`config.mk`:
```
export PLATFORM = sky130hd
export DESIGN_NAME = kp_irq_ctrl
export DESIGN_NICKNAME = d
export VERILOG_FILES = /design/src/rtl/kp_pkg.sv /design/src/rtl/kp_cfg_regs.sv /design/src/rtl/kp_event_chain.sv /design/src/rtl/kp_irq_ctrl.sv
export SDC_FILE = /design/constraint.sdc
export NUM_CORES = 1
export LEC_CHECK = 0
export BUFFER_PORTS_ARGS = -buffer_cell sky130_fd_sc_hd__clkbuf_2
export CAP_MARGIN = 25
export CORE_MARGIN = 5
export CORE_UTILIZATION = 53
export DETAILED_ROUTE_END_ITERATION = 7
export GPL_ROUTABILITY_DRIVEN = 0
export PLACE_DENSITY = 0.81
export SETUP_SLACK_MARGIN = 0.3
export SLEW_MARGIN = 20
export SYNTH_ARGS = -nofsm -noshare
export SYNTH_HDL_FRONTEND = slang
export SYNTH_SLANG_ARGS = --single-unit
```
`constraint.sdc`:
```
create_clock -name clk_i -period 2.7 [get_ports clk_i]
set_input_delay 0.135 -clock clk_i [delete_from_list [all_inputs] [get_ports clk_i]]
set_output_delay 0.135 -clock clk_i [all_outputs]
set_load 0.02 [all_outputs]
```
`src/rtl/kp_pkg.sv`:
```
package kp_pkg;
  localparam int REG_W = 16;
  typedef logic [REG_W-1:0] reg_t;

  localparam int ADDR_KEYS = 0;
  localparam int ADDR_CTRL = 1;
  localparam int ADDR_MODE = 2;
  localparam int ADDR_MASK = 3;

  localparam int INTR_BIT = 15;
  localparam int SCAN_BIT = 14;
  localparam int DEB_LSB  = 11;
  localparam int DEB_W    = 3;
  localparam int MODE_LSB = 14;
  localparam int MODE_W   = 2;

  localparam logic [MODE_W-1:0] MODE_RST = 2'b11;
  localparam reg_t              UNMAPPED = 16'hFFFF;
endpackage

```
`src/rtl/kp_cfg_regs.sv`:
```
module kp_cfg_regs
  import kp_pkg::*;
#(
  parameter int NUM_KEYS = 16
) (
  input  logic                clk_i,
  input  logic                rst_ni,
  input  logic                wr_ctrl_i,
  input  logic                wr_mode_i,
  input  logic                wr_mask_i,
  input  reg_t                wdata_i,
  output logic                scan_o,
  output logic [DEB_W-1:0]    deb_o,
  output logic [MODE_W-1:0]   mode_o,
  output logic [NUM_KEYS-1:0] mask_o
);
  always_ff @(posedge clk_i or negedge rst_ni) begin
    if (!rst_ni) begin
      scan_o <= 1'b1;
      deb_o  <= '0;
      mode_o <= MODE_RST;
      mask_o <= '0;
    end else begin
      if (wr_ctrl_i) begin
        scan_o <= wdata_i[SCAN_BIT];
        deb_o  <= wdata_i[DEB_LSB +: DEB_W];
      end
      if (wr_mode_i) mode_o <= wdata_i[MODE_LSB +: MODE_W];
      if (wr_mask_i) mask_o <= wdata_i[NUM_KEYS-1:0];
    end
  end
endmodule

```
`src/rtl/kp_event_chain.sv`:
```
module kp_event_chain #(
  parameter int NUM_KEYS = 16
) (
  input  logic [NUM_KEYS-1:0] down_i,
  input  logic                intr_i,
  input  logic [NUM_KEYS-1:0] mask_i,
  input  logic                hold_i,
  input  logic [NUM_KEYS-1:0] valid_i,
  input  logic [NUM_KEYS-1:0] press_i,
  output logic [NUM_KEYS-1:0] down_o,
  output logic                intr_o
);
  logic [NUM_KEYS-1:0] down_s [NUM_KEYS+1];
  logic                intr_s [NUM_KEYS+1];

  assign down_s[0] = down_i;
  assign intr_s[0] = intr_i;

  // one stage per key, lowest index first
  for (genvar k = 0; k < NUM_KEYS; k++) begin : g_stage
    logic [NUM_KEYS-1:0] nxt;
    logic                any_um;
    always_comb begin
      nxt = down_s[k];
      if (valid_i[k]) nxt[k] = press_i[k];
      any_um = |(nxt & ~mask_i);
    end
    always_comb begin
      intr_s[k+1] = intr_s[k];
      if (valid_i[k]) begin
        if (press_i[k] && any_um && !intr_s[k]) intr_s[k+1] = 1'b1;
        else if (intr_s[k] && !any_um && !hold_i) intr_s[k+1] = 1'b0;
      end
    end
    assign down_s[k+1] = nxt;
  end

  assign down_o = down_s[NUM_KEYS];
  assign intr_o = intr_s[NUM_KEYS];
endmodule

```
`src/rtl/kp_irq_ctrl.sv`:
```
module kp_irq_ctrl
  import kp_pkg::*;
#(
  parameter int NUM_KEYS = 16,
  parameter int ADDR_W   = 4
) (
  input  logic                clk_i,
  input  logic                rst_ni,
  input  logic [NUM_KEYS-1:0] key_valid_i,
  input  logic [NUM_KEYS-1:0] key_press_i,
  input  logic                bus_req_i,
  input  logic                bus_we_i,
  input  logic [ADDR_W-1:0]   bus_addr_i,
  input  logic [REG_W-1:0]    bus_wdata_i,
  output logic [REG_W-1:0]    bus_rdata_o,
  output logic                irq_no
);
  localparam int PAD_W = REG_W - NUM_KEYS;

  logic [NUM_KEYS-1:0] down_q, down_d, mask_q;
  logic                intr_q, intr_d, intr_mid;
  logic                scan_q;
  logic [DEB_W-1:0]    deb_q;
  logic [MODE_W-1:0]   mode_q;

  logic sel_keys, sel_ctrl, sel_mode, sel_mask;
  logic rd_keys, wr_ctrl, bus_clr;

  assign sel_keys = bus_addr_i == ADDR_W'(ADDR_KEYS);
  assign sel_ctrl = bus_addr_i == ADDR_W'(ADDR_CTRL);
  assign sel_mode = bus_addr_i == ADDR_W'(ADDR_MODE);
  assign sel_mask = bus_addr_i == ADDR_W'(ADDR_MASK);

  assign rd_keys = bus_req_i && !bus_we_i && sel_keys;
  assign wr_ctrl = bus_req_i && bus_we_i && sel_ctrl;

  kp_cfg_regs #(.NUM_KEYS(NUM_KEYS)) u_cfg (
    .clk_i     (clk_i),
    .rst_ni    (rst_ni),
    .wr_ctrl_i (wr_ctrl),
    .wr_mode_i (bus_req_i && bus_we_i && sel_mode),
    .wr_mask_i (bus_req_i && bus_we_i && sel_mask),
    .wdata_i   (bus_wdata_i),
    .scan_o    (scan_q),
    .deb_o     (deb_q),
    .mode_o    (mode_q),
    .mask_o    (mask_q)
  );

  // bus-side clears act before this cycle's key events
  assign bus_clr  = (rd_keys && mode_q[1]) || (wr_ctrl && bus_wdata_i[SCAN_BIT]);
  assign intr_mid = intr_q && !bus_clr;

  kp_event_chain #(.NUM_KEYS(NUM_KEYS)) u_chain (
    .down_i  (down_q),
    .intr_i  (intr_mid),
    .mask_i  (mask_q),
    .hold_i  (mode_q[0]),
    .valid_i (key_valid_i),
    .press_i (key_press_i),
    .down_o  (down_d),
    .intr_o  (intr_d)
  );

  always_ff @(posedge clk_i or negedge rst_ni) begin
    if (!rst_ni) begin
      down_q <= '0;
      intr_q <= 1'b0;
    end else begin
      down_q <= down_d;
      intr_q <= intr_d;
    end
  end

  assign irq_no = !intr_q;

  reg_t keys_word, mask_word;
  if (PAD_W > 0) begin : g_pad
    assign keys_word = {{PAD_W{1'b0}}, down_q};
    assign mask_word = {{PAD_W{1'b0}}, mask_q};
  end else begin : g_nopad
    assign keys_word = down_q;
    assign mask_word = mask_q;
  end

  always_comb begin
    bus_rdata_o = UNMAPPED;
    if (sel_keys) bus_rdata_o = keys_word;
    else if (sel_ctrl) begin
      bus_rdata_o = '0;
      bus_rdata_o[INTR_BIT] = intr_q;
      bus_rdata_o[SCAN_BIT] = scan_q || (down_q == '0);
      bus_rdata_o[DEB_LSB +: DEB_W] = deb_q;
    end else if (sel_mode) begin
      bus_rdata_o = '0;
      bus_rdata_o[MODE_LSB +: MODE_W] = mode_q;
    end else if (sel_mask) bus_rdata_o = mask_word;
  end
endmodule

```
# --- Word level (Yosys, flattened, before mapping) ---
# Index checks and enable logic that the tools add are counted.
word_totals:
  regBits: 39
  in_bits: 56
  output_inout_bits: 17
  word_cells: 223
op_classes:
  n_eq_ne: 3
  muxes: 68
  n_bitwise: 17
  reduce_logical: 129
op_table:
  columns: ["op", "n"]
  rows:
  - ["16-bit AND", 16]
  - ["16-bit OR reduction", 16]
  - ["1-bit logical AND", 73]
  - ["1-bit two-way mux", 64]
  - ["16-bit two-way mux", 4]
  - ["1-bit logical NOT", 36]
  - ["16-bit logical NOT", 1]
  - ["16-bit inverter", 1]
  - ["4-bit by 2-bit == test with 1-bit output, second input constant", 2]
  - ["4-bit by 1-bit == test with 1-bit output, second input constant", 1]
  - ["4-bit logical NOT", 1]
  - ["1-bit logical OR", 2]

# --- Longest topological paths before layout ---
# Gate-level depths: netlist of run 1.
depth:
  ltp_word: 87
  mapped_depth: 10
  mapped_depth_nobuf: 9

# --- By module ---
# From an unflattened synthesis of run 1, not the netlist that was laid out.
hier_totals:
  cells_unflattened: 270
  hier_area_um2: 2636.3
by_module_without_submodules:
  columns: ["mod", "instances", "cells_per_inst", "area_each_um2", "seq_area_each_um2"]
  rows:
  - ["kp_event_chain", 1, 155, 955.9, 0.0]
  - ["kp_cfg_regs", 1, 46, 870.8, 554.3]
  - ["kp_irq_ctrl", 1, 69, 809.5, 425.4]

# --- Worst setup path before layout of run 1 ---
# Ideal clock, no wire load.
synth_timing:
  kind: "flip-flop to flip-flop"
  start: "register down_q[1]"
  end: "register intr_q"
  setup_time_ns: 0.124
  arrival_time_ns: 2.369
  required_ns: 2.576
  path_slack_ns: 0.207
  path_stages_with_launch: 11
  period_less_slack_ns: 2.493
  cell_sequence: "dfrtp_1 mux2_4 a222oi_1 and4b_1 buf_4 o2111ai_4 or3_1 a21oi_2 o31ai_1 nor2_1 nand2_1"
synth_between:
  word_cells_on_any_way: 176
synth_rtl:
  columns: ["element", "line_no", "source"]
  rows:
  - ["start: declaration", "kp_irq_ctrl.sv:20", "logic [NUM_KEYS-1:0] down_q, down_d, mask_q;"]
  - ["start signal: assignment", "kp_irq_ctrl.sv:70", "down_q <= down_d;"]
  - ["1-bit two-way mux (*)", "kp_event_chain.sv:25", "if (valid_i[k]) nxt[k] = press_i[k];"]
  - ["net down_d[1]", "kp_irq_ctrl.sv:20", null]
  - ["16-bit AND", "kp_event_chain.sv:26", "any_um = |(nxt & ~mask_i);"]
  - ["16-bit OR reduction", "kp_event_chain.sv:26", null]
  - ["1-bit logical NOT", "kp_event_chain.sv:32", "else if (intr_s[k] && !any_um && !hold_i) intr_s[k+1] = 1'b0;"]
  - ["1-bit logical AND (2 in series)", "kp_event_chain.sv:32", null]
  - ["1-bit two-way mux", "kp_event_chain.sv:32", null]
  - ["1-bit two-way mux", "kp_event_chain.sv:31", "if (press_i[k] && any_um && !intr_s[k]) intr_s[k+1] = 1'b1;"]
  - ["[... 63 more ...]", null, null]
  - ["1-bit two-way mux", "kp_event_chain.sv:32", null]
  - ["1-bit two-way mux", "kp_event_chain.sv:31", null]
  - ["1-bit two-way mux", "kp_event_chain.sv:30", "if (valid_i[k]) begin"]
  - ["1-bit logical AND (2 in series)", "kp_event_chain.sv:32", null]
  - ["1-bit two-way mux", "kp_event_chain.sv:32", null]
  - ["1-bit two-way mux", "kp_event_chain.sv:31", null]
  - ["1-bit two-way mux (*)", "kp_event_chain.sv:30", null]
  - ["net intr_d", "kp_irq_ctrl.sv:21", "logic intr_q, intr_d, intr_mid;"]
  - ["end signal: assignment", "kp_irq_ctrl.sv:71", "intr_q <= intr_d;"]
  - ["end: declaration", "kp_irq_ctrl.sv:21", null]
# The timed path passes the listed nets; every way through them passes the cells marked *.
# A chain may end at the register's enable or synchronous reset.

# --- Worst setup path in the final report of run 1 ---
# Same ends and word-level chain as after synthesis.

==> metrics, run 1 <==
DRC violation count after routing=0; DR vias/cell=6.10; HPWL Detailed=5.61 mm; Syn Inst Count=roughly 270; # setup viols final=0; Synth Register Bits=39; die width=approximately 80 µm; largest family of logic cells by synthesized area=compound AO/OA/AOI/OAI gates; GR Overflow Total=0; largest net degree at the start of global routing=40; first-pass GRT wire length=12.0 mm; Highest Clock Rate=between 0.3 and 0.4 GHz; r2r setup slk=0.14 ns; DRT Wirelength=between 7 and 8 mm; clk slew on worst S/H paths=around 0.080 ns; metal2 WL=between 3 and 4 mm; Clk Latency, worst-skew pair=~0.29 ns; Initial Utilization=55.2%; number of synthesized flops with an enable pin=0; antenna violations before repair=0; Slew headroom=approximately 41%; Core Area=about 4800 µm²; failing checks=hold timing; async set-reset flop share out of synthesis=between 90% and 100%; clock root buffer=clkbuf_8; overall die area=roughly 6500 µm²; number of diodes=0; post-synthesis mux area share=between 15 and 20%; minimum clock period=between 2 and 3 ns; Fin. Hold Viols=36; Max Cap Violations=0; largest area contributor in the netlist=dfrtp_1; count of pins over their slew limit=0; design area=around 3200 µm²; RSZ-0062 raised after global routing=true; P per Cell Area=approximately 550 nW/µm²; Post-Synth Simple-Gate Area=between 10% and 20%; Post-synth top flop=dfrtp_1; Max Used Layer=met4; synthesized area per cell=9.58 µm²; VDD IR max=between 0.3 and 0.4 mV; Yosys cell types=between 60 and 70; WL met3=between 500 and 600 µm; Worst setup EP type=register; FF+latch area=between 900 and 1000 µm²; status=finished, violations left; vias in the first global route=2,467; Leak=1.50 nW; mapped cell area=2620 µm²; setup TNS=0 ns; row cnt=25; Num CTS Buffers=5; ANT nets after route=0; CTS tree=done; xor-xnor portion of the synthesized cell area=0%; Synth Area in Adders=0%; WHS=-0.0433 ns; routed len/inst=between 15 and 20 µm; RR Endpoint=intr_q; count leader, synth=dfrtp_1; HP Class=input port to async pin; area delta synth->final=23.1%; fin crit share=a little over nine tenths; synth warn=0; Yosys top cell area share=about a third; Port-buffer cells=between 70 and 80; placed instance area=approximately 3100 µm²; Startpoint Class=register; DRT iter0 DRCs=around 200; Req. time, crit path=between 2 and 3 ns; Worst Max-Slew Pin Slew=between 0.8 and 0.9 ns; wl on met1=a little over 3 mm; Final #Nets=~410; CP Data Arrival Time=between 2 and 3 ns; CTS H-Tree Depth=2; Setup Skew=0.00337 ns; multi-input logic area=roughly 1500 µm²; Area contributors post-synth=dfrtp_1 34%, mux2_2 12%, a221o_1 5.3%; Crit Path Category=register to register; I/O pin count=between 70 and 80; chip height=around 80 µm; vias=between 2,000 and 3,000; TritonRoute pass-1 iters=4; Compound-Gate Fraction of Synth Area=between 20% and 30%; Syn Nets=between 300 and 400; Layout fillers=400; Tot GR Track Use=approximately a quarter; ratio of cells with drive above 1 in the final layout=37.2%; CP Max Fanout=5; sequential-to-total area share from yosys stat=37.3%; FF-to-FF Start=down_q[1]; CTS Buffer Depth=2; # hold bufs at CTS=0; Worst Reg-to-Reg Cells=11; Clock Sinks=39; commonest cells in the netlist=36 x dfrtp_1, 27 x mux2_2, 26 x nand2_1
power by group:
group	internal (mW)	total, mW	leakage (nW)	switching [mW]
sequential	0.678	0.790	0.471	0.111
combinational	0.229	0.481	0.971	0.252
clock	0.280	0.504	0.0587	0.224
cell families after synthesis:
logic type | count (synthesis)
flip-flops | 39
AND/OR/NAND/NOR | 90
buffers and inverters | 33
multiplexers | 38
AO/OA/AOI/OAI | 74
state kept, by name, indices dropped and copies added, names as in the netlist:
register,cells
u_cfg.deb_o,3
intr_q,1
u_cfg.mode_o,2
u_cfg.mask_o,16
u_cfg.scan_o,1
down_q,16
per-stage QoR:
step                      hold slack (ns)  total power [mW]  worst slack (ns)  std cells  utilization, %
after floorplan                    -0.161              1.09             0.236        274               -
after global placement              0.340              1.25             0.273        408            64.3
after detailed placement            0.337              1.26             0.221        408            64.3
after CTS                          0.0169              1.77             0.207        418            67.1
after global routing               0.0197              1.88            0.0535        419            67.9
final                             -0.0433              1.77             0.139        419            67.9
cells in the final DEF (no fill, tap or decap), types with 2 or more instances in the layout:
cell       netlist  routed
o311ai_1         2       3
mux2_2          27      27
clkbuf_8         0       5
dfrtp_1         36      36
buf_4            1       7
mux2i_1          6       6
inv_1           22      22
o21ai_0         10      10
a22o_1           3       3
nand2b_1        11      11
o22ai_1          5       5
a31oi_1          2       2
a21o_1           2       2
a221o_1         14      14
o211ai_1         4       4
clkbuf_2         0      71
mux2_4           2       2
nand2_1         26      26
nor4_1           8       7
o2111ai_1        2       2
nand3b_1         2       2
a21oi_1         10      10
dfstp_2          3       3
o22a_1           2       2
nor2_1          15      15
and3_1           2       2
nor2b_1          7       7
nand4_1          4       4
mux2_1           2       2
nand3_1          4       4
nor3_1           2       2
worst max-delay path: stages, from the launching register on:
cell and delay, ns:
dfrtp_1 0.39, mux2_4 0.29, a222oi_1 0.41, and4b_2 0.36, buf_4 0.12, buf_4 0.09
buf_4 0.12, nand2_1 0.07, o21ai_0 0.27, nand4_1 0.15, o211ai_1 0.11, nand2_1 0.06
final cells by class:
| cell class | instances | area share (%) |
|---|---|---|
| clock buffer | 5 | 2.13 |
| tap | 67 | 2.59 |
| timing repair buffer | 79 | 12.8 |
| sequential | 39 | 30.3 |
| clock inverter | 3 | 1.47 |
| multi-input combinational | 202 | 47.9 |
| inverter | 24 | 2.79 |
per-layer routing:
metal  global-route usage [%]  vias up
met1                     31.9     1241
met2                     39.4      118
met3                     4.60        6
met5                        0        -
met4                     5.74        0
li1                         -     1191
how the worst max path moves through the flow:
stage,start,end,slack [ns],depth (start not counted)
after floorplan,down_q[1],intr_q,0.24,10
after detailed placement,down_q[1],intr_q,0.22,9
after global placement,down_q[1],intr_q,0.27,9
after global routing,down_q[1],intr_q,0.05,10
final,down_q[1],intr_q,0.14,11
after CTS,down_q[1],intr_q,0.21,9
what timing repair did:
action,CTS,global route
endpoints found under the setup margin,1,1
resized for setup,1,5
buffers inserted,2,1
pin swaps,2,4
No activity file was read; power rests on OpenSTA's default activity.
==> run 2: changes to the inputs <==
PLACE_DENSITY = 0.87   (was 0.81)
SYNTH_HIERARCHICAL = 1   (was default)
==> metrics, run 2 <==
GR Overflow Total=0; Clock Sinks=39; count leader, synth=dfrtp_1; ratio of cells with drive above 1 in the final layout=~40%; Syn Inst Count=270; overall die area=approximately 6500 µm²; Num CTS Buffers=5; chip height=between 80 and 90 µm; Initial Utilization=55.1%; commonest cells in the netlist=36 x dfrtp_1, 24 x inv_1, 23 x nor2_1; row cnt=25; Worst Max-Slew Pin Slew=between 0.8 and 0.9 ns; CTS H-Tree Depth=2; Max Cap Violations=0; Slew headroom=roughly 40%; met2 global-route usage=a little under two fifths; Port-buffer cells=slightly above 70; Highest Clock Rate=between 0.4 and 0.5 GHz; Yosys cell types=58; DR vias/cell=6.02; slowest cell on the critical path=dfstp_2; count of pins over their slew limit=0; area delta synth->final=23.7%; Synth Register Bits=39; xor-xnor portion of the synthesized cell area=0%; Tot GR Track Use=between 20% and 30%; Crit Path Category=register to register; async set-reset flop share out of synthesis=100%; layer with the highest usage=met2; RSZ-0062 raised after global routing=true; P per Cell Area=roughly 510 nW/µm²; largest family of logic cells by synthesized area=compound AO/OA/AOI/OAI gates; Setup Skew=around 0.006 ns; Syn Nets=approximately 330; Req. time, crit path=2.88 ns; Top Registers=down_q (16), u_cfg/mask_o (16), u_cfg/deb_o (3); number of diodes=0; # setup viols final=0; Yosys top cell area share=around a third; post-synthesis mux area share=18.5%; antenna violations before repair=0; post-route insts no fill=between 400 and 500; I/O pin count=73; M3 GR Usage=6.28%; HP Class=input port to register; # placed instances=approximately 410; synthesized area per cell=roughly 9.8 µm²; vias=approximately 2,500; DRT Wirelength=around 7.3 mm; Core Area=~4800 µm²; Final #Nets=410; clk slew on worst S/H paths=0.08 ns; CTS tree=done; CTS Buffer Depth=2; HPWL Detailed=5.48 mm; CP Data Arrival Time=2.62 ns; largest net degree at the start of global routing=40; WHS=approximately 0.056 ns; setup TNS=0 ns; vias in the first global route=about 2,500; Compound-Gate Fraction of Synth Area=a little over a fifth; first-pass GRT wire length=roughly 12 mm; DRT iter0 DRCs=approximately 240; status=completed; Fin. Hold Viols=0; minimum clock period=approximately 2.4 ns; DRC violation count after routing=0; mapped cell area=around 2600 µm²; synth warn=6; routed len/inst=between 15 and 20 µm; Crit path top cell by count=a21oi_2; VDD IR max=about 0.28 mV; commonest non-fill, non-tap cells in the layout=72 x clkbuf_2, 36 x dfrtp_1, 24 x inv_1, 22 x nor2_1, 20 x nand2_1; Synth Area in Adders=0%; fin crit share=between 90% and 100%; TritonRoute pass-1 iters=5; Area contributors post-synth=dfrtp_1 34%, mux2_4 5.7%, mux2i_1 5.7%; most common cell after layout, fill and taps aside=clkbuf_2; slowest stage delay, CP=approximately 0.55 ns; Post-synth top flop=dfrtp_1; CP Max Fanout=3; M1 GR Usage=31.1%; number of synthesized flops with an enable pin=0; ANT nets after route=0; Startpoint Class=register; Total Power=1.66 mW; Post-Synth Simple-Gate Area=between 10% and 20%; Leak=roughly 1.5 nW; Clk Latency, worst-skew pair=roughly 0.31 ns; Worst setup EP type=register; worst-path cell chain=nand2_2, o31ai_4, a21oi_2, a221o_2, a21oi_2, a21o_1, o211ai_1, a2111o_1, a211oi_2, o311ai_1; die width=80.5 µm; sequential-to-total area share from yosys stat=37.2%; largest area contributor in the netlist=dfrtp_1; clock root buffer=clkbuf_8
[run 2: cell types whose count changed after synthesis, sizes merged, moves of 6 or more]
cell / before / now
nor2: 15 / 23
buf: 2 / 8
nand2b: 11 / 2
or2b: 0 / 6
mux2: 31 / 23
clkbuf: 7 / 0
mux2i: 6 / 16
[run 2: layout make-up]
type	count	area, µm²
fillers	376	1530
repair buffers	85	473
clock inverters	3	20.0
well taps	67	83.8
clock buffers	5	68.8
multi-input cells	198	1540
inverters	25	93.8
flip-flops and latches	39	980
[run 2: power by group]
group          internal, mW  switching, mW
clock network         0.180          0.218
registers             0.678          0.106
logic                 0.226          0.249
total                  1.08          0.574
[run 2: timing repair]
action / CTS / global route
endpoints found under the setup margin: 1 / 1
hold endpoints to repair: 0 / 14
pin swaps: 2 / 6
cloned: 0 / 0
hold buffers: 0 / 1
gates resized for setup: 5 / 2
buffers inserted: 2 / 1
[run 2: worst paths after layout]
check                                start               to  slack, ns  cells past startpoint
max                        u_cfg/mode_o[1]           intr_q       0.25                     10
min in group asynchronous           rst_ni  u_cfg/mask_o[9]       0.29                      2
min reg2reg                 u_cfg/deb_o[1]   u_cfg/deb_o[1]       0.51                      1
max in group asynchronous           rst_ni  u_cfg/mode_o[1]       1.88                      3
min                         bus_wdata_i[1]  u_cfg/mask_o[1]       0.06                      2
max reg2reg                u_cfg/mode_o[1]           intr_q       0.25                     10
[run 2: cell families (layout without fill, tap and decap cells)]
kind of cell    after synthesis  count (layout)
compound gates               74              74
buf+inv                      33             118
flops                        39              39
mux                          40              40
simple gates                 84              84
[run 2: critical path, delay by kind of cell, from the launching register on]
family,cells,cell delay (ns)
compound gates,9,1.70
simple gates,1,0.06
flops,1,0.55
[run 2: stage by stage]
stage	setup slack, ns	util [%]	area (µm²)
3_5_place_dp	0.0330	64.5	3090
3_3_place_gp	0.131	64.5	3090
5_1_grt	0.133	68.1	3260
4_1_cts	0.317	67.1	3210
6_report	0.255	68.1	3260
2_1_floorplan	0.286	-	2650
[run 2: metal layers]
layer | routed length (µm) | vias to the layer above
met5 | 0 | -
met4 | 153 | 0
met3 | 640 | 19
met2 | 3430 | 125
met1 | 3080 | 1218
li1 | - | 1178
